===== src/rtl/pio_pkg.sv =====
package pio_pkg;

  localparam int unsigned WORD_W    = 16;
  localparam int unsigned OFS_W     = 9;
  localparam int unsigned PULL_PINS = 15;
  localparam int unsigned TOP_PINS  = 2;
  localparam int unsigned TOP_OE_LSB = 8;

  localparam logic [OFS_W-1:0] OFS_DIR_LO   = 9'h000;
  localparam logic [OFS_W-1:0] OFS_DIR_HI   = 9'h002;
  localparam logic [OFS_W-1:0] OFS_DAT_LO   = 9'h004;
  localparam logic [OFS_W-1:0] OFS_DAT_HI   = 9'h006;
  localparam logic [OFS_W-1:0] OFS_OUT_MID  = 9'h01C;
  localparam logic [OFS_W-1:0] OFS_OUT_TOP  = 9'h01E;
  localparam logic [OFS_W-1:0] OFS_PULL_EN  = 9'h1E0;
  localparam logic [OFS_W-1:0] OFS_PULL_SEL = 9'h1E2;

  typedef enum logic [3:0] {
    RS_NONE,
    RS_DIR_LO,
    RS_DIR_HI,
    RS_DAT_LO,
    RS_DAT_HI,
    RS_OUT_MID,
    RS_OUT_TOP,
    RS_PULL_EN,
    RS_PULL_SEL
  } reg_sel_e;

  function automatic reg_sel_e decode_ofs(input logic [OFS_W-1:0] ofs);
    case (ofs)
      OFS_DIR_LO:   return RS_DIR_LO;
      OFS_DIR_HI:   return RS_DIR_HI;
      OFS_DAT_LO:   return RS_DAT_LO;
      OFS_DAT_HI:   return RS_DAT_HI;
      OFS_OUT_MID:  return RS_OUT_MID;
      OFS_OUT_TOP:  return RS_OUT_TOP;
      OFS_PULL_EN:  return RS_PULL_EN;
      OFS_PULL_SEL: return RS_PULL_SEL;
      default:      return RS_NONE;
    endcase
  endfunction

endpackage


===== src/rtl/pio_rst_sync.sv =====
module pio_rst_sync #(
  parameter int unsigned STAGES = 2
) (
  input  logic clk,
  input  logic rst_async_n,
  output logic rst_sync_n
);

  logic [STAGES-1:0] chain_q;
  logic [STAGES-1:0] chain_d;

  always_comb begin
    chain_d = {chain_q[STAGES-2:0], 1'b1};
  end

  always_ff @(posedge clk or negedge rst_async_n) begin
    if (!rst_async_n) begin
      chain_q <= '0;
    end else begin
      chain_q <= chain_d;
    end
  end

  assign rst_sync_n = chain_q[STAGES-1];

endmodule


===== src/rtl/pio_sync2.sv =====
module pio_sync2 #(
  parameter int unsigned WIDTH = 32
) (
  input  logic             clk,
  input  logic             rst_n,
  input  logic [WIDTH-1:0] d,
  output logic [WIDTH-1:0] q
);

  logic [WIDTH-1:0] meta_q;
  logic [WIDTH-1:0] stable_q;

  always_ff @(posedge clk or negedge rst_n) begin
    if (!rst_n) begin
      meta_q   <= '0;
      stable_q <= '0;
    end else begin
      meta_q   <= d;
      stable_q <= meta_q;
    end
  end

  assign q = stable_q;

endmodule


===== src/rtl/pio_regs.sv =====
module pio_regs
  import pio_pkg::*;
#(
  parameter int unsigned DW    = WORD_W,
  parameter int unsigned NPULL = PULL_PINS,
  parameter int unsigned NTOP  = TOP_PINS,
  parameter int unsigned OE_LSB = TOP_OE_LSB
) (
  input  logic              clk,
  input  logic              rst_n,
  input  logic              wr_en,
  input  reg_sel_e          sel,
  input  logic [DW-1:0]     wdata,
  output logic [2*DW-1:0]   dir_q,
  output logic [2*DW-1:0]   dat_q,
  output logic [DW-1:0]     mid_q,
  output logic [NTOP-1:0]   top_dat_q,
  output logic [NTOP-1:0]   top_oe_q,
  output logic [NPULL-1:0]  pen_q,
  output logic [NPULL-1:0]  psel_q
);

  logic [2*DW-1:0]  dir_d;
  logic [2*DW-1:0]  dat_d;
  logic [DW-1:0]    mid_d;
  logic [NTOP-1:0]  top_dat_d;
  logic [NTOP-1:0]  top_oe_d;
  logic [NPULL-1:0] pen_d;
  logic [NPULL-1:0] psel_d;

  // Next-state: each register holds unless its own word is written.
  always_comb begin
    dir_d     = dir_q;
    dat_d     = dat_q;
    mid_d     = mid_q;
    top_dat_d = top_dat_q;
    top_oe_d  = top_oe_q;
    pen_d     = pen_q;
    psel_d    = psel_q;
    if (wr_en) begin
      case (sel)
        RS_DIR_LO:   dir_d[DW-1:0]    = wdata;
        RS_DIR_HI:   dir_d[2*DW-1:DW] = wdata;
        RS_DAT_LO:   dat_d[DW-1:0]    = wdata;
        RS_DAT_HI:   dat_d[2*DW-1:DW] = wdata;
        RS_OUT_MID:  mid_d            = wdata;
        RS_OUT_TOP: begin
          top_dat_d = wdata[NTOP-1:0];
          top_oe_d  = wdata[OE_LSB +: NTOP];
        end
        RS_PULL_EN:  pen_d            = wdata[NPULL-1:0];
        RS_PULL_SEL: psel_d           = wdata[NPULL-1:0];
        default: ;
      endcase
    end
  end

  always_ff @(posedge clk or negedge rst_n) begin
    if (!rst_n) begin
      dir_q     <= '0;
      dat_q     <= '0;
      mid_q     <= '0;
      top_dat_q <= '0;
      top_oe_q  <= '0;
      pen_q     <= '0;
      psel_q    <= '0;
    end else begin
      dir_q     <= dir_d;
      dat_q     <= dat_d;
      mid_q     <= mid_d;
      top_dat_q <= top_dat_d;
      top_oe_q  <= top_oe_d;
      pen_q     <= pen_d;
      psel_q    <= psel_d;
    end
  end

  // a write to the low direction word appears at the next edge
  a_r2_dir_lo_load: assert property (@(posedge clk) disable iff (!rst_n)
    (wr_en && sel == RS_DIR_LO) |=> (dir_q[DW-1:0] == $past(wdata)));

  // top-pin enables come from the upper field of the top data word
  a_r6_top_oe_load: assert property (@(posedge clk) disable iff (!rst_n)
    (wr_en && sel == RS_OUT_TOP) |=> (top_oe_q == $past(wdata[OE_LSB +: NTOP])));

  // pull enable word keeps only the pull-capable bits
  a_r7_pull_en_load: assert property (@(posedge clk) disable iff (!rst_n)
    (wr_en && sel == RS_PULL_EN) |=> (pen_q == $past(wdata[NPULL-1:0])));

  // writes to unmapped offsets leave every register untouched
  a_r9_unmapped_hold: assert property (@(posedge clk) disable iff (!rst_n)
    (wr_en && sel == RS_NONE) |=>
      $stable({dir_q, dat_q, mid_q, top_dat_q, top_oe_q, pen_q, psel_q}));

endmodule


===== src/rtl/pio_bank.sv =====
module pio_bank
  import pio_pkg::*;
#(
  parameter int unsigned DW    = WORD_W,
  parameter int unsigned AW    = OFS_W,
  parameter int unsigned NPULL = PULL_PINS,
  parameter int unsigned NTOP  = TOP_PINS,
  localparam int unsigned NIO   = 2 * DW,
  localparam int unsigned NPINS = NIO + DW + NTOP
) (
  input  logic              clk,
  input  logic              rst_n,
  input  logic              bus_en,
  input  logic              bus_we,
  input  logic [AW-1:0]     bus_addr,
  input  logic [DW-1:0]     bus_wdata,
  output logic [DW-1:0]     bus_rdata,
  input  logic [NIO-1:0]    pin_in,
  output logic [NPINS-1:0]  pin_out,
  output logic [NPINS-1:0]  pin_oe,
  output logic [NPULL-1:0]  pull_up_en,
  output logic [NPULL-1:0]  pull_dn_en
);

  logic             rst_core_n;
  reg_sel_e         sel;
  logic             wr_en;
  logic [NIO-1:0]   dir_q;
  logic [NIO-1:0]   dat_q;
  logic [DW-1:0]    mid_q;
  logic [NTOP-1:0]  top_dat_q;
  logic [NTOP-1:0]  top_oe_q;
  logic [NPULL-1:0] pen_q;
  logic [NPULL-1:0] psel_q;
  logic [NIO-1:0]   lvl_q;
  logic [NIO-1:0]   io_view;
  logic [DW-1:0]    rd_mux;

  pio_rst_sync #(.STAGES(2)) u_rst (
    .clk        (clk),
    .rst_async_n(rst_n),
    .rst_sync_n (rst_core_n)
  );

  pio_sync2 #(.WIDTH(NIO)) u_sync (
    .clk  (clk),
    .rst_n(rst_core_n),
    .d    (pin_in),
    .q    (lvl_q)
  );

  assign sel   = decode_ofs(bus_addr);
  assign wr_en = bus_en & bus_we;

  pio_regs #(
    .DW    (DW),
    .NPULL (NPULL),
    .NTOP  (NTOP),
    .OE_LSB(TOP_OE_LSB)
  ) u_regs (
    .clk      (clk),
    .rst_n    (rst_core_n),
    .wr_en    (wr_en),
    .sel      (sel),
    .wdata    (bus_wdata),
    .dir_q    (dir_q),
    .dat_q    (dat_q),
    .mid_q    (mid_q),
    .top_dat_q(top_dat_q),
    .top_oe_q (top_oe_q),
    .pen_q    (pen_q),
    .psel_q   (psel_q)
  );

  // Per-pin readback: the driven value for outputs, the synchronised level for inputs.
  for (genvar p = 0; p < NIO; p++) begin : g_view
    assign io_view[p] = dir_q[p] ? dat_q[p] : lvl_q[p];
  end

  always_comb begin
    rd_mux = '0;
    case (sel)
      RS_DIR_LO:   rd_mux = dir_q[DW-1:0];
      RS_DIR_HI:   rd_mux = dir_q[NIO-1:DW];
      RS_DAT_LO:   rd_mux = io_view[DW-1:0];
      RS_DAT_HI:   rd_mux = io_view[NIO-1:DW];
      RS_OUT_MID:  rd_mux = mid_q;
      RS_OUT_TOP: begin
        rd_mux[NTOP-1:0]              = top_dat_q;
        rd_mux[TOP_OE_LSB +: NTOP]    = top_oe_q;
      end
      RS_PULL_EN:  rd_mux[NPULL-1:0] = pen_q;
      RS_PULL_SEL: rd_mux[NPULL-1:0] = psel_q;
      default:     rd_mux = '0;
    endcase
  end

  assign bus_rdata = bus_en ? rd_mux : '0;

  assign pin_out = {top_dat_q, mid_q, dat_q};
  assign pin_oe  = {top_oe_q, {DW{1'b1}}, dir_q};

  for (genvar k = 0; k < NPULL; k++) begin : g_pull
    assign pull_up_en[k] = pen_q[k] &  psel_q[k];
    assign pull_dn_en[k] = pen_q[k] & ~psel_q[k];
  end

  // a write to the select word reaches the pull outputs at the next edge
  a_r7_pull_sel_effect: assert property (@(posedge clk) disable iff (!rst_core_n)
    (wr_en && sel == RS_PULL_SEL) |=>
      (pull_up_en == (pen_q & $past(bus_wdata[NPULL-1:0]))));

endmodule


===== config.mk =====
export PLATFORM = sky130hd
export DESIGN_NAME = pio_bank
export DESIGN_NICKNAME = d
export VERILOG_FILES = /design/src/rtl/pio_pkg.sv /design/src/rtl/pio_rst_sync.sv /design/src/rtl/pio_sync2.sv /design/src/rtl/pio_regs.sv /design/src/rtl/pio_bank.sv
export SDC_FILE = /design/constraint.sdc
export NUM_CORES = 1
export LEC_CHECK = 0
export BUFFER_PORTS_ARGS = -buffer_cell sky130_fd_sc_hd__buf_4
export CORE_MARGIN = 5
export CORE_UTILIZATION = 30
export CTS_CLUSTER_SIZE = 24
export DETAILED_ROUTE_END_ITERATION = 8
export PLACE_DENSITY = 0.57
export RECOVER_POWER = 25
export SETUP_SLACK_MARGIN = 0.2
export SYNTH_ARGS = -nofsm -noshare
export SYNTH_HDL_FRONTEND = slang
export SYNTH_HIERARCHICAL = 1
export SYNTH_SLANG_ARGS = --single-unit

===== constraint.sdc =====
create_clock -name clk -period 14.03 [get_ports clk]
set_input_delay 0.7015 -clock clk [delete_from_list [all_inputs] [get_ports clk]]
set_output_delay 0.7015 -clock clk [all_outputs]
set_load 0.01 [all_outputs]

After elaboration in Yosys (flattened, before gate mapping)
Cells that the tools add are included.

cells by class
  reduce and logical (&&, ||, !) cells = 9
  eq/ne operators = 15
  mux-type cells = 39
  bitwise operators = 46

operator list
  kind                count
  $pmux 6 s7          1
  $pmux 5 s7          1
  $mux 1              32
  $pmux 2 s8          2
  $pmux 4 s8          1
  $and 1x1->1         31
  $eq 9x3->1 const B  2
  $eq 9x5->1 const B  2
  $eq 9x9->1 const B  2
  $eq 4x3->1 const B  4
  $mux 16             1
  $reduce_and 2->1    8
  $not 1->1           15
  $eq 9x2->1 const B  1
  $logic_not 9->1     1
  $eq 4x2->1 const B  2
  $pmux 1 s5          1
  $eq 4x1->1 const B  1
  $eq 4x4->1 const B  1

word-level totals
  register bits after elaboration = 180
  output and inout bits = 146
  word-level logic and storage cells = 121
  input bits = 61

Longest topological paths before layout
Gate-level depths: netlist (run 1).

  word-level depth = 5
  gate-level depth with buffers = 10
  gate-level depth less buffers = 7

Modules after synthesis
The synthesis (run 1) kept the hierarchy.

modules (own cells, without submodules)
  module        seq. area each (µm²)  area each (µm²)  instances  cells each
  pio_regs      2852.7                4342.9           1          250
  pio_bank      0.0                   1844.3           1          252
  pio_sync2     1601.5                1601.5           1          64
  pio_rst_sync  50.0                  53.8             1          3

Worst setup path before layout (run 1)
OpenSTA, ideal clock, no wires.

  kind = input port to flip-flop
  from = in bus_addr[5]
  to = reg u_regs.mid_q[10]
  data arrival time = 3022 ps
  stages = 8
  data required time = 13905 ps
  path buffers = 2
  setup time = 125 ps
  path slack = 10883 ps
  cells stage by stage = or4_4 > buf_6 > nor2_1 > a32o_1 > nand3b_4 > nor3b_2 > buf_4 > mux2_2

between the ends
  cells in the longest elaborated chain, start to end = 4
  elaborated cells on any way between the ends = 11
  those cells by class = 8 x eq/ne; 1 x mux; 2 x reduce/logical

RTL lines
  item                                   RTL line        source
  from (decl)                            pio_bank.sv:15  input logic [AW-1:0] bus_addr,
  $eq 9x9->1 (tied with other cells)     pio_pkg.sv:31   case (ofs)
  $pmux 4 s8 (*)                         pio_pkg.sv:31
  net sel[2]                             pio_bank.sv:26  reg_sel_e sel;
  $eq 4x3->1 (*)                         pio_regs.sv:41  case (sel)
  $reduce_and 2->1 (no source line) (*)  n/a
  to (signal assigned)                   pio_regs.sv:70  mid_q <= mid_d;
  to (decl)                              pio_regs.sv:16  output logic [DW-1:0] mid_q,

The timed path passes the listed nets; every way through them passes the cells marked *.
A chain may end at the register's enable or synchronous reset.

Worst setup path in the final report (run 1)
  from = in bus_addr[5]
  to = out bus_rdata[14]

between the ends
  cells in the longest elaborated chain, start to end = 5
  elaborated cells on any way between the ends = 18
  those cells by class = 14 x eq/ne; 3 x mux; 1 x reduce/logical

RTL lines
  item                                RTL line        source
  $eq 9x9->1 (tied with other cells)  pio_pkg.sv:31
  $pmux 4 s8 (*)                      pio_pkg.sv:31
  $eq 4x4->1 (tied with other cells)  pio_bank.sv:82  case (sel)
  $pmux 5 s7 (*)                      pio_bank.sv:82
  $mux 16 (*)                         pio_bank.sv:98  assign bus_rdata = bus_en ? rd_mux : '0;
  to (decl)                           pio_bank.sv:17  output logic [DW-1:0] bus_rdata,

Mark *: on every way between the ends. The rest lies on a longest branch, timed or not.

==> metrics.md, run 1 <==
| Metric | Value |
|---|---|
| Status | complete, but fails checks |
| Failing checks | capacitance limit, slew limit |
| Crit-path most repeated cell | buf_4 |
| TritonCTS clock tree | built |
| Clock power share | 0.452 |
| Antenna viol nets, final | 0 |
| Total GRT Usage | 0.156 |
| Initial antenna violation count | 0 |
| Pre-antenna DRT Iters | 4 |
| Vias | 5288 |
| H-tree depth | 4 |
| Top_reg_cell synth | dfrtp_1 |
| LEAKAGE | 0.00506 uW |
| Cell breakdown of the critical path | buf_4 > or4_4 > nor4_4 > a22oi_1 > a31oi_1 > buf_4 |
| Syn avg cell area | 13.8 um2 |
| Post-Synthesis Cell Area | 7840 um2 |
| YS warnings | 6 |
| Achievable clock frequency | 260 MHz |
| Final Wtd Congestion | 0.769 |
| Maximum vdd drop | 0.0612 mV |
| Min-delay worst type | in -> async |
| Reg clk slew, reported paths | 0.07 ns |
| Post-route clock skew | 0.00872 ns |
| Layout cells sized above 1 | 0.480 |
| # fillers | 2510 |
| Cell Area, Placed | 9560 um2 |
| Crit-path max FO | 12 |
| CP top delay family | simple AND/OR/NAND/NOR gates |
| Final Max Tran Viols | 46 |
| Synth unique cells | 50 |
| Fin. Hold Viols | 0 |
| Sw Pwr | 267 uW |
| Final core occ | 0.393 |
| Buf+Inv Stages, Crit Path | 2 |
| Cells after Synth | 569 |
| Number of core rows | 59 |
| PwrDens | 113 nW/um2 |
| Slew HR | -0.256 |
| Post-DP HPWL | 15.9 mm |
| Clk sinks | 180 |
| Max_cap viols | 1 |
| Cts hold-fix bufs | 0 |
| Nature of the critical path startpoint | primary input |
| Grt total ovfl | 0 |
| Worst Tran Pin Value | 1.88 ns |
| #FFs+latches synth | 180 |
| Final Hold Slack | 0.0406 ns |
| Vias per cell | 4.78 |
| I/O pins | 207 |
| Fin nets | 819 |
| EDFF count, synth | 0 |
| Setup TNS Final | 0 ns |
| Setup Fix Bufs, Post-CTS | 0 |
| Fin crit period | 3.85 ns |
| DIE WIDTH | 172 um |
| Setup violators final | 0 |
| Antenna cells | 0 |
| P&R area growth vs syn | 29.9% |
| Starting Density | 0.303 |
| Slowest stage delay, CP | 0.95 ns |
| WP data arrival | 3.15 ns |
| Die Area | 29500 um2 |
| Clk root buf | clkbuf_16 |
| Routed WL | 23.0 mm |
| RSZ-0062 raised after global routing | no |
| Register area | 4500 um2 |
| Final instance area | 10200 um2 |
| Post-DR wirelength/cell | 20.8 um |
| Die height | 172 um |
| Crit. End Element | primary output |
| First-pass GRT wire length | 34.1 mm |
| Largest net degree at the start of global routing | 134 |
| Power Internal | 880 uW |
| Final cycle utilization of the critical path | 0.274 |
| Buffers on Ports | 190 |
| Worst Path Required | 13.33 ns |
| Total CTS buffers | 17 |
| Area of the multi-input gates | 3130 um2 |
| Part of the power in combinational logic | 0.068 |
| Post-synthesis sequential area ratio | 0.574 |
| Switching part of the total | 0.233 |
| Clk_lat worst skew | 0.43 ns |
| Drt drc | 0 |
| Vias in the first global route | 5438 |
| Async set-reset flop share out of synthesis | 1.00 |
| Core area | 25900 um2 |
| Slowest CP cell | nor4_4 |
| Resize count post-CTS | 0 |
| Sequential share of power | 0.480 |
| Max Buffers Root-to-Sink | 2 |
| Critical Setup Path Class | in -> out |
| Iter 0 DRT Violations | 288 |
==> layout by cell type (no fill, tap or decap), drive strengths merged, types with 5 or more instances in the layout <==
cell type / Yosys / layout
nor2b: 16 / 16
conb: 2 / 17
a31oi: 5 / 5
mux2i: 50 / 50
nor2: 9 / 9
nand2: 25 / 25
mux2: 130 / 130
clkbuf: 5 / 52
buf: 37 / 164
dfrtp: 180 / 180
and2: 16 / 16
o21ai: 6 / 6
o211ai: 9 / 9
inv: 2 / 8
a22oi: 11 / 11
a21oi: 17 / 17
==> power by group through the flow <==
stage | clock network [uW] | logic [uW] | registers, uW
2_1_floorplan | 0 | 33.3 | 565
3_3_place_gp | 0 | 78.7 | 561
3_5_place_dp | 0 | 79.4 | 561
4_1_cts | 532 | 79.5 | 551
5_1_grt | 556 | 84.9 | 553
6_report | 519 | 77.5 | 550
==> path summary, 6_finish.rpt <==
kind / to / depth (start not counted) / start / slack, ns
min: u_rst/chain_q[0] / 1 / rst_n / 0.04
max in group asynchronous: u_regs/dir_q[25] / 1 / u_rst/chain_q[1] / 11.71
min in group clk: u_sync/q[4] / 0 / u_sync/meta_q[4] / 0.35
max: bus_rdata[14] / 6 / bus_addr[5] / 10.18
max reg2reg: u_regs/dir_q[25] / 1 / u_rst/chain_q[1] / 11.71
min reg2reg: u_sync/q[4] / 0 / u_sync/meta_q[4] / 0.35
==> through the flow <==
step           power, uW  worst slack, ns  std cells
2_1_floorplan        599             8.64        584
3_3_place_gp         639            10.12       1074
3_5_place_dp         640            10.06       1074
4_1_cts             1160            10.15       1106
5_1_grt             1190            10.07       1106
6_report            1150            10.18       1106
==> sequential cells by signal, indices dropped and copies added (netlist names) <==
signal            count
u_regs/dat_q         32
u_regs/dir_q         32
u_regs/mid_q         16
u_regs/pen_q         15
u_regs/psel_q        15
u_regs/top_dat_q      2
u_regs/top_oe_q       2
u_rst/chain_q         2
u_sync/meta_q        32
u_sync/q             32
==> cells by family after synthesis <==
kind of cell / count (synthesis) / synth area share
buffers and inverters: 45 / 0.0354
AOI/OAI and AO/OA: 63 / 0.0541
and+or+nand+nor: 99 / 0.0799
muxes: 180 / 0.255
DFF: 180 / 0.574
other: 2 / 0.000958
==> cell usage after synthesis (2+ instances only) <==
cell      number  area share
and2_1        16       0.013
clkbuf_1       5      0.0024
or3_1          2      0.0016
a32oi_1        3      0.0034
a22oi_1       11       0.011
mux2_2       119        0.17
nor2_1         9      0.0043
o211ai_1       9      0.0086
a31oi_1        5      0.0040
a21oi_1       17       0.011
o21ai_0        5      0.0032
nor3_1         2      0.0013
buf_6          3      0.0043
nor2b_1       16       0.013
buf_4         18       0.017
mux2i_1       50       0.064
mux2_4        10       0.019
o31ai_1        3      0.0029
nand3_1        4      0.0026
o211a_1        3      0.0038
nor3b_2        2      0.0032
nand4_1        3      0.0024
o22ai_1        3      0.0024
dfrtp_1      180        0.57
inv_1          2     0.00096
conb_1         2     0.00096
nand2_1       25       0.012
nor4b_1        4      0.0045
nor4_1         2      0.0016
nand3b_2       2      0.0029
buf_2         15      0.0096
==> per-layer routing <==
metal,wire length [um],GRT usage,vias to the layer above
li1,-,-,2392
met1,9970,0.209,2694
met2,11100,0.246,182
met3,1620,0.0457,20
met4,323,0.0437,0
met5,0,0,-
==> final cells by class <==
type	instances	share of cell area
flip-flops and latches	180	0.442
multi-input cells	359	0.307
repair buffers	197	0.146
clock buffers	19	0.0435
well taps	335	0.0412
clock inverters	13	0.0190
inverters	3	0.00111
No activity file was read; power rests on OpenSTA's default activity.
==> inputs of run 2 (changes only) <==
--- a/config.mk
+++ b/config.mk
@@ -5,12 +5,13 @@
 export SDC_FILE = /design/constraint.sdc
 export NUM_CORES = 1
 export LEC_CHECK = 0
+export ABC_AREA = 1
 export BUFFER_PORTS_ARGS = -buffer_cell sky130_fd_sc_hd__buf_4
 export CORE_MARGIN = 5
 export CORE_UTILIZATION = 30
 export CTS_CLUSTER_SIZE = 24
 export DETAILED_ROUTE_END_ITERATION = 8
-export PLACE_DENSITY = 0.57
+export PLACE_DENSITY = 0.59
 export RECOVER_POWER = 25
 export SETUP_SLACK_MARGIN = 0.2
 export SYNTH_ARGS = -nofsm -noshare
==> constraint.sdc (replaced) <==
create_clock -name clk -period 3.4 [get_ports clk]
set_input_delay 0.17 -clock clk [delete_from_list [all_inputs] [get_ports clk]]
set_output_delay 0.17 -clock clk [all_outputs]
set_load 0.01 [all_outputs]
==> run 2 against run 1 <==
  * The flow still finishes with violations (capacitance limit, slew limit)
  * Sequential share of layout area down 3.6 points
  * Combinational power rose to 4.9 times the previous value
  * Sequential power rose to 4.2 times the previous value
  * Utilization up 0.59 points
  * Synthesized cell count up 84%
  * Routed wire length up 33%
  * Critical path type is now in -> reg
  * Count of clock-buffer cells in the layout up 1
==> metrics.md, run 2 <==
| Metric | Value |
|---|---|
| Clk_lat worst skew | 0.44 ns (about the same) |
| Final Hold Slack | 0.0212 ns (-0.0194 ns) |
| Reg clk slew, reported paths | 0.07 ns (about the same) |
| Final Wtd Congestion | 0.929 (+21%) |
| Grt total ovfl | 0 (unchanged) |
| Fin nets | 1320 (+61%) |
| Synth unique cells | 26 (-48%) |
| Fin crit period | 2.45 ns |
| Register area | 4500 um2 (unchanged) |
| Async set-reset flop share out of synthesis | 1.00 (unchanged) |
| Antenna cells | 0 (unchanged) |
| Worst Path Required | 3.73 ns (-9.60 ns) |
| Setup TNS Final | 0 ns (unchanged) |
| #FFs+latches synth | 180 (unchanged) |
| Hold path cells | 3 |
| R2R setup slack | 1.29 ns (-10.42 ns) |
| Max_cap viols | 1 (unchanged) |
| First-pass GRT wire length | 45.8 mm (+34%) |
| Final Max Tran Viols | 49 (+6.5%) |
| Vias per cell | 4.71 (-1.4%) |
| Crit-path max FO | 18 (+6) |
| Failing checks | capacitance limit, slew limit |
| Total CTS buffers | 17 (unchanged) |
| Post-synthesis sequential area ratio | 0.534 (-0.0408) |
| Total GRT Usage | 0.193 (+0.0374) |
| Die Area | 31600 um2 (+7.2%) |
| RSZ-0062 raised after global routing | no |
| Post-DP HPWL | 22.7 mm (+43%) |
| P&R area growth vs syn | 31.3% |
| EDFF count, synth | 0 (unchanged) |
| DIE WIDTH | 178 um (+3.5%) |
| Crit. End Element | flop |
| Cell breakdown of the critical path | buf_4 > inv_1 > nand3_1 > nand4_1 > nor2_2 > nand3_1 > nand2_1 > nand2_1 |
| Syn avg cell area | 8.06 um2 (-42%) |
| Buffers on Ports | 190 (unchanged) |
| Post-route clock skew | 0.00898 ns (+0.000263 ns) |
| Endpoint of the worst hold path | u_regs/pen_q[5] |
| Yosys top cell area share | 0.534 (-0.0408) |
| # fillers | 2861 (+14%) |
| Initial antenna violation count | 0 (unchanged) |
| Most frequent cells in the layout | nand2_1, dfrtp_1, buf_4, inv_1, nand3_1 |
| Synth area leader | dfrtp_1 |
| Slew HR | -0.405 (-0.148) |
| Nature of the critical path startpoint | primary input |
| Final cycle utilization of the critical path | 0.721 |
| Min-delay worst type | in -> reg |
| Final core occ | 0.399 (+0.00587) |
| H-tree depth | 4 (unchanged) |
| I/O pins | 207 (unchanged) |
| Die height | 178 um (+3.5%) |
| YS warnings | 6 (unchanged) |
| Starting Density | 0.304 (+0.00119) |
| Fin. Hold Viols | 0 (unchanged) |
| Resize count post-CTS | 0 (unchanged) |
| Pre-antenna DRT Iters | 5 (+1) |
| Synth area leaders | dfrtp_1, nand2_1, nand3_1, nand4_1, inv_1 |
| Area of the multi-input gates | 3270 um2 (+4.6%) |
| Max Buffers Root-to-Sink | 2 (unchanged) |
| Slowest CP cell | nand3_1 |
| Antenna viol nets, final | 0 (unchanged) |
| Cells after Synth | 1048 (+84%) |
| TritonCTS clock tree | built |
| Core area | 27800 um2 (+7.2%) |
| Clk sinks | 180 (unchanged) |
| FF-to-FF Start | u_rst/chain_q[1] |
| Vias in the first global route | 7411 (+36%) |
| Number of core rows | 61 (+3.4%) |
| Clk root buf | clkbuf_16 |
| LEAKAGE | 0.00585 uW (+16%) |
| Layout cells sized above 1 | 0.210 (-0.270) |
| PwrDens | 429 nW/um2 (+280%) |
| WP data arrival | 2.78 ns (-0.37 ns) |
| Setup violators final | 0 (unchanged) |
| Worst Tran Pin Value | 2.11 ns (+0.223 ns) |
| Iter 0 DRT Violations | 799 (+180%) |
| Most frequent cell after synthesis | nand2_1 |
| Post-Synthesis Cell Area | 8440 um2 (+7.6%) |
| Worst reg2reg path depth | 0 (-1) |
| Status | complete, but fails checks |
| Maximum vdd drop | 0.260 mV (+320%) |
| Hold path startpoint | bus_wdata[5] |
| Slowest stage delay, CP | 0.62 ns (-0.33 ns) |
| Drt drc | 0 (unchanged) |
| Most common cell after layout, fill and taps aside | nand2_1 |
| Vias | 7772 (+47%) |
| Top_reg_cell synth | dfrtp_1 |
| Critical Setup Path Class | in -> reg |
| Achievable clock frequency | 408 MHz |
| Largest net degree at the start of global routing | 68 (-49%) |
| Post-DR wirelength/cell | 18.6 um (-11%) |
| Routed WL | 30.6 mm (+33%) |
| Worst r2r dst | u_sync/q[4] |
| Post-synth top cells | nand2_1, dfrtp_1, inv_1 |
run 2: cell count changes after synthesis, sizes merged, moves of 16 or more:
cell	change
nand2	+378
mux2	-130
inv	+91
nand3	+87
nor2	+82
nand4	+57
mux2i	-48
o21ai	+39
and2	-16
nor2b	-16
run 2: cell type report:
type	count	area share
Clock buffer	20	0.0421
Tap cell	378	0.0427
Multi-Input combinational cell	728	0.295
Clock inverter	11	0.0135
Sequential cell	180	0.406
Timing Repair Buffer	238	0.168
Inverter	94	0.0319
run 2: cells by family (layout without fill, tap and decap cells):
group / after synthesis / in the layout / share of synthesized area
multiplexers: 2 / 2 / 0.00237
AND/OR/NAND/NOR: 647 / 647 / 0.339
other: 2 / 17 / 0.000890
buffers and inverters: 155 / 363 / 0.0860
AO/OA/AOI/OAI: 62 / 62 / 0.0387
flip-flops: 180 / 180 / 0.534
run 2: worst max path at each step:
stage	from	to	slack, ns
after floorplan	u_rst/chain_q[1]	u_regs/dat_q[0]	0.43
after global placement	bus_addr[8]	u_regs/psel_q[12]	0.59
after detailed placement	bus_addr[8]	u_regs/psel_q[1]	0.49
after CTS	bus_addr[8]	u_regs/psel_q[1]	0.98
after global routing	bus_addr[8]	u_regs/psel_q[1]	0.73
final	bus_addr[8]	u_regs/psel_q[1]	0.95
run 2: report_power, final:
part           switching [uW]  internal, uW
Combinational             228           148
Sequential               70.1          2220
Clock                     873          1220
run 2: worst max-delay path: cells and delay by family:
kind,cells,cell delay [ns]
simple gates,6,2.13
buf+inv,2,0.48
run 2: metrics by stage:
step	std cells	power (uW)	setup slack [ns]	instance area, um2
2_1_floorplan	1063	2470	0.428	8500
3_5_place_dp	1584	2680	0.494	10200
3_3_place_gp	1584	2670	0.585	10200
4_1_cts	1649	4790	0.979	11100
5_1_grt	1649	4910	0.734	11100
6_report	1649	4750	0.950	11100
run 2: layer usage:
metal	track usage	vias up	share of wire
met5	0	-	0
met4	0.0612	0	0.022
met3	0.0475	41	0.085
met2	0.303	344	0.46
met1	0.264	3674	0.43
li1	-	3713	-
run 2: repair_timing:
item                                    CTS  global route
hold buffers                             34             0
endpoints found under the hold margin    36             0
endpoints found under the setup margin    0             0
buffers inserted                          0             0
==> inputs of run 3 (changes only) <==
--- a/config.mk
+++ b/config.mk
@@ -11,7 +11,7 @@
 export CORE_UTILIZATION = 30
 export CTS_CLUSTER_SIZE = 24
 export DETAILED_ROUTE_END_ITERATION = 8
-export PLACE_DENSITY = 0.59
+export PLACE_DENSITY = 0.57
 export RECOVER_POWER = 25
 export SETUP_SLACK_MARGIN = 0.2
 export SYNTH_ARGS = -nofsm -noshare
==> constraint.sdc (replaced) <==
create_clock -name clk -period 2.3 [get_ports clk]
set_input_delay 0.115 -clock clk [delete_from_list [all_inputs] [get_ports clk]]
set_output_delay 0.115 -clock clk [all_outputs]
set_load 0.01 [all_outputs]
==> run 3 against run 2 <==
  * The run still ends with capacitance limit, slew limit left
  * Clock skew up 0.00082 ns
  * Die area unchanged
  * Utilization grew 1.7 points
  * Worst hold slack lost 0.0014 ns
  * Cell count up 2.9%
  * Register-to-register slack worse by 0.79 ns
  * Worst setup slack lost 0.67 ns
  * Sequential cell count stayed put
  * First-iteration DRC count is 22% lower
  * Critical path depth up 2
==> metrics.md, run 3 (synthesized netlist as in run 2, its figures left out) <==
| Metric | Value |
|---|---|
| Slew HR | -0.0581 (+0.347) |
| RSZ-0062 raised after global routing | no |
| Final Max Tran Viols | 29 (-41%) |
| Nature of the critical path startpoint | primary input |
| Fin. Hold Viols | 0 (unchanged) |
| Die Area | 31600 um2 (unchanged) |
| Number of core rows | 61 (unchanged) |
| Worst Path Required | 2.18 ns (-1.55 ns) |
| Post-DP HPWL | 23.7 mm (+4.1%) |
| Pre-antenna DRT Iters | 5 (unchanged) |
| Starting Density | 0.304 (unchanged) |
| H-tree depth | 4 (unchanged) |
| Drt drc | 0 (unchanged) |
| Buf+Inv Stages, Crit Path | 3 (+1) |
| I/O pins | 207 (unchanged) |
| Sw Pwr | 1720 uW (+47%) |
| Maximum vdd drop | 0.347 mV (+34%) |
| Max_cap viols | 1 (unchanged) |
| Vias | 8005 (+3.0%) |
| Largest net degree at the start of global routing | 52 (-24%) |
| Die height | 178 um (unchanged) |
| Critical Setup Path Class | in -> out |
| Part of the power in combinational logic | 0.085 (+0.006) |
| Antenna cells | 0 (unchanged) |
| Clock power share | 0.442 (+0.002) |
| Status | complete, but fails checks |
| TritonCTS clock tree | built |
| Setup Fix Bufs, Post-CTS | 0 (unchanged) |
| Fin crit period | 2.02 ns |
| Clk root buf | clkbuf_16 |
| Clk_lat worst skew | 0.43 ns (about the same) |
| Final Hold Slack | 0.0198 ns (-0.00137 ns) |
| Vias in the first global route | 7599 (+2.5%) |
| Antenna viol nets, final | 0 (unchanged) |
| Setup violators final | 0 (unchanged) |
| Vias per cell | 4.72 (about the same) |
| Max Buffers Root-to-Sink | 2 (unchanged) |
| Worst Tran Pin Value | 1.59 ns (-0.520 ns) |
| Post-DR wirelength/cell | 18.6 um (about the same) |
| Most common cell after layout, fill and taps aside | nand2_1 |
| Setup TNS Final | 0 ns (unchanged) |
| Routed WL | 31.5 mm (+3.0%) |
| Total GRT Usage | 0.198 (+0.00524) |
| Slowest stage delay, CP | 0.41 ns (-0.21 ns) |
| Total CTS buffers | 17 (unchanged) |
| Clk sinks | 180 (unchanged) |
| Slowest CP cell | nor2_4 |
| Crit. End Element | primary output |
| Most frequent cells in the layout | nand2_1, buf_4, dfrtp_1, inv_1, nand3_1 |
| Iter 0 DRT Violations | 624 (-22%) |
| Switching part of the total | 0.241 (-0.00524) |
| Crit-path most repeated cell | buf_4 |
| Initial antenna violation count | 0 (unchanged) |
| Final cycle utilization of the critical path | 0.879 |
| DIE WIDTH | 178 um (unchanged) |
| WP data arrival | 1.91 ns (-0.87 ns) |
| CP top delay family | simple AND/OR/NAND/NOR gates |
| Power Internal | 5420 uW (+51%) |
| Core area | 27800 um2 (unchanged) |
| Layout cells sized above 1 | 0.231 (+0.0212) |
| Cell breakdown of the critical path | buf_4 > nor2_4 > buf_4 > nand2_2 > nor2_4 > nand3_1 > o21ai_1 > nor2_1 > a21oi_1 > buf_4 |
| Buffers on Ports | 190 (unchanged) |
| Fin nets | 1368 (+3.6%) |
| Reg clk slew, reported paths | 0.06 ns (about the same) |
| Grt total ovfl | 0 (unchanged) |
| Sequential share of power | 0.473 (-0.008) |
| Min-delay worst type | in -> reg |
| Final Wtd Congestion | 0.919 (-1.1%) |
| LEAKAGE | 0.00612 uW (+4.5%) |
| P&R area growth vs syn | 36.8% |
| Crit-path max FO | 16 (-2) |
| Post-route clock skew | 0.00980 ns (+0.000820 ns) |
| PwrDens | 618 nW/um2 (+44%) |
| Failing checks | capacitance limit, slew limit |
| First-pass GRT wire length | 47.3 mm (+3.3%) |
| Achievable clock frequency | 495 MHz |
[run 3: final timing paths]
check / from / to / slack (ns) / cells past startpoint
setup / recovery: bus_addr[1] / bus_rdata[0] / 0.28 / 10
hold / removal: bus_wdata[12] / u_regs/mid_q[12] / 0.02 / 3
setup reg to reg: u_rst/chain_q[1] / u_regs/psel_q[4] / 0.50 / 2
hold reg to reg: u_sync/meta_q[3] / u_sync/q[3] / 0.35 / 0
max in group asynchronous: u_rst/chain_q[1] / u_regs/psel_q[4] / 0.50 / 2
min in group asynchronous: rst_n / u_rst/chain_q[1] / 0.56 / 3
[run 3: power groups by stage]
stage                     clock network (uW)  registers, uW  logic (uW)
after floorplan                            0           3460         188
after global placement                     0           3430         541
after detailed placement                   0           3440         544
after CTS                               3210           3380         613
after global routing                    3340           3390         662
final                                   3160           3380         604
[run 3: cell type report]
cell class	instances	area (um2)
clock buffers	21	460
clock inverters	10	171
multi-input cells	728	3270
fillers	2854	16200
repair buffers	286	2310
inverters	94	354
flip-flops and latches	180	4500
well taps	378	473
[run 3: what timing repair did]
| item | in CTS | in global routing |
|---|---|---|
| hold buffers | 49 | 0 |
| cloned | 0 | 0 |
| pin swaps | 0 | 1 |
| setup endpoints to repair | 1 | 2 |
| endpoints found under the hold margin | 79 | 0 |
| resized for setup | 1 | 1 |
[run 3: per-stage QoR]
step	power [uW]	cell area [um2]	setup slack (ns)	std cells	utilization
2_1_floorplan	3650	8500	0.448	1063	-
3_3_place_gp	3980	10400	0.0771	1617	0.376
3_5_place_dp	3980	10400	0.0462	1617	0.376
4_1_cts	7200	11600	0.230	1697	0.416
5_1_grt	7400	11500	0.214	1697	0.416
6_report	7140	11500	0.279	1697	0.416
[run 3: layer usage]
layer  part of all wire  global-route usage
met4              0.021              0.0587
met1               0.44               0.278
met3              0.070              0.0381
met2               0.47               0.313
met5                  0                   0
[run 3: worst min-delay path, delay by kind of cell]
kind | cells | cell delay [ns]
simple gates | 2 | 0.12
buf+inv | 1 | 0.17
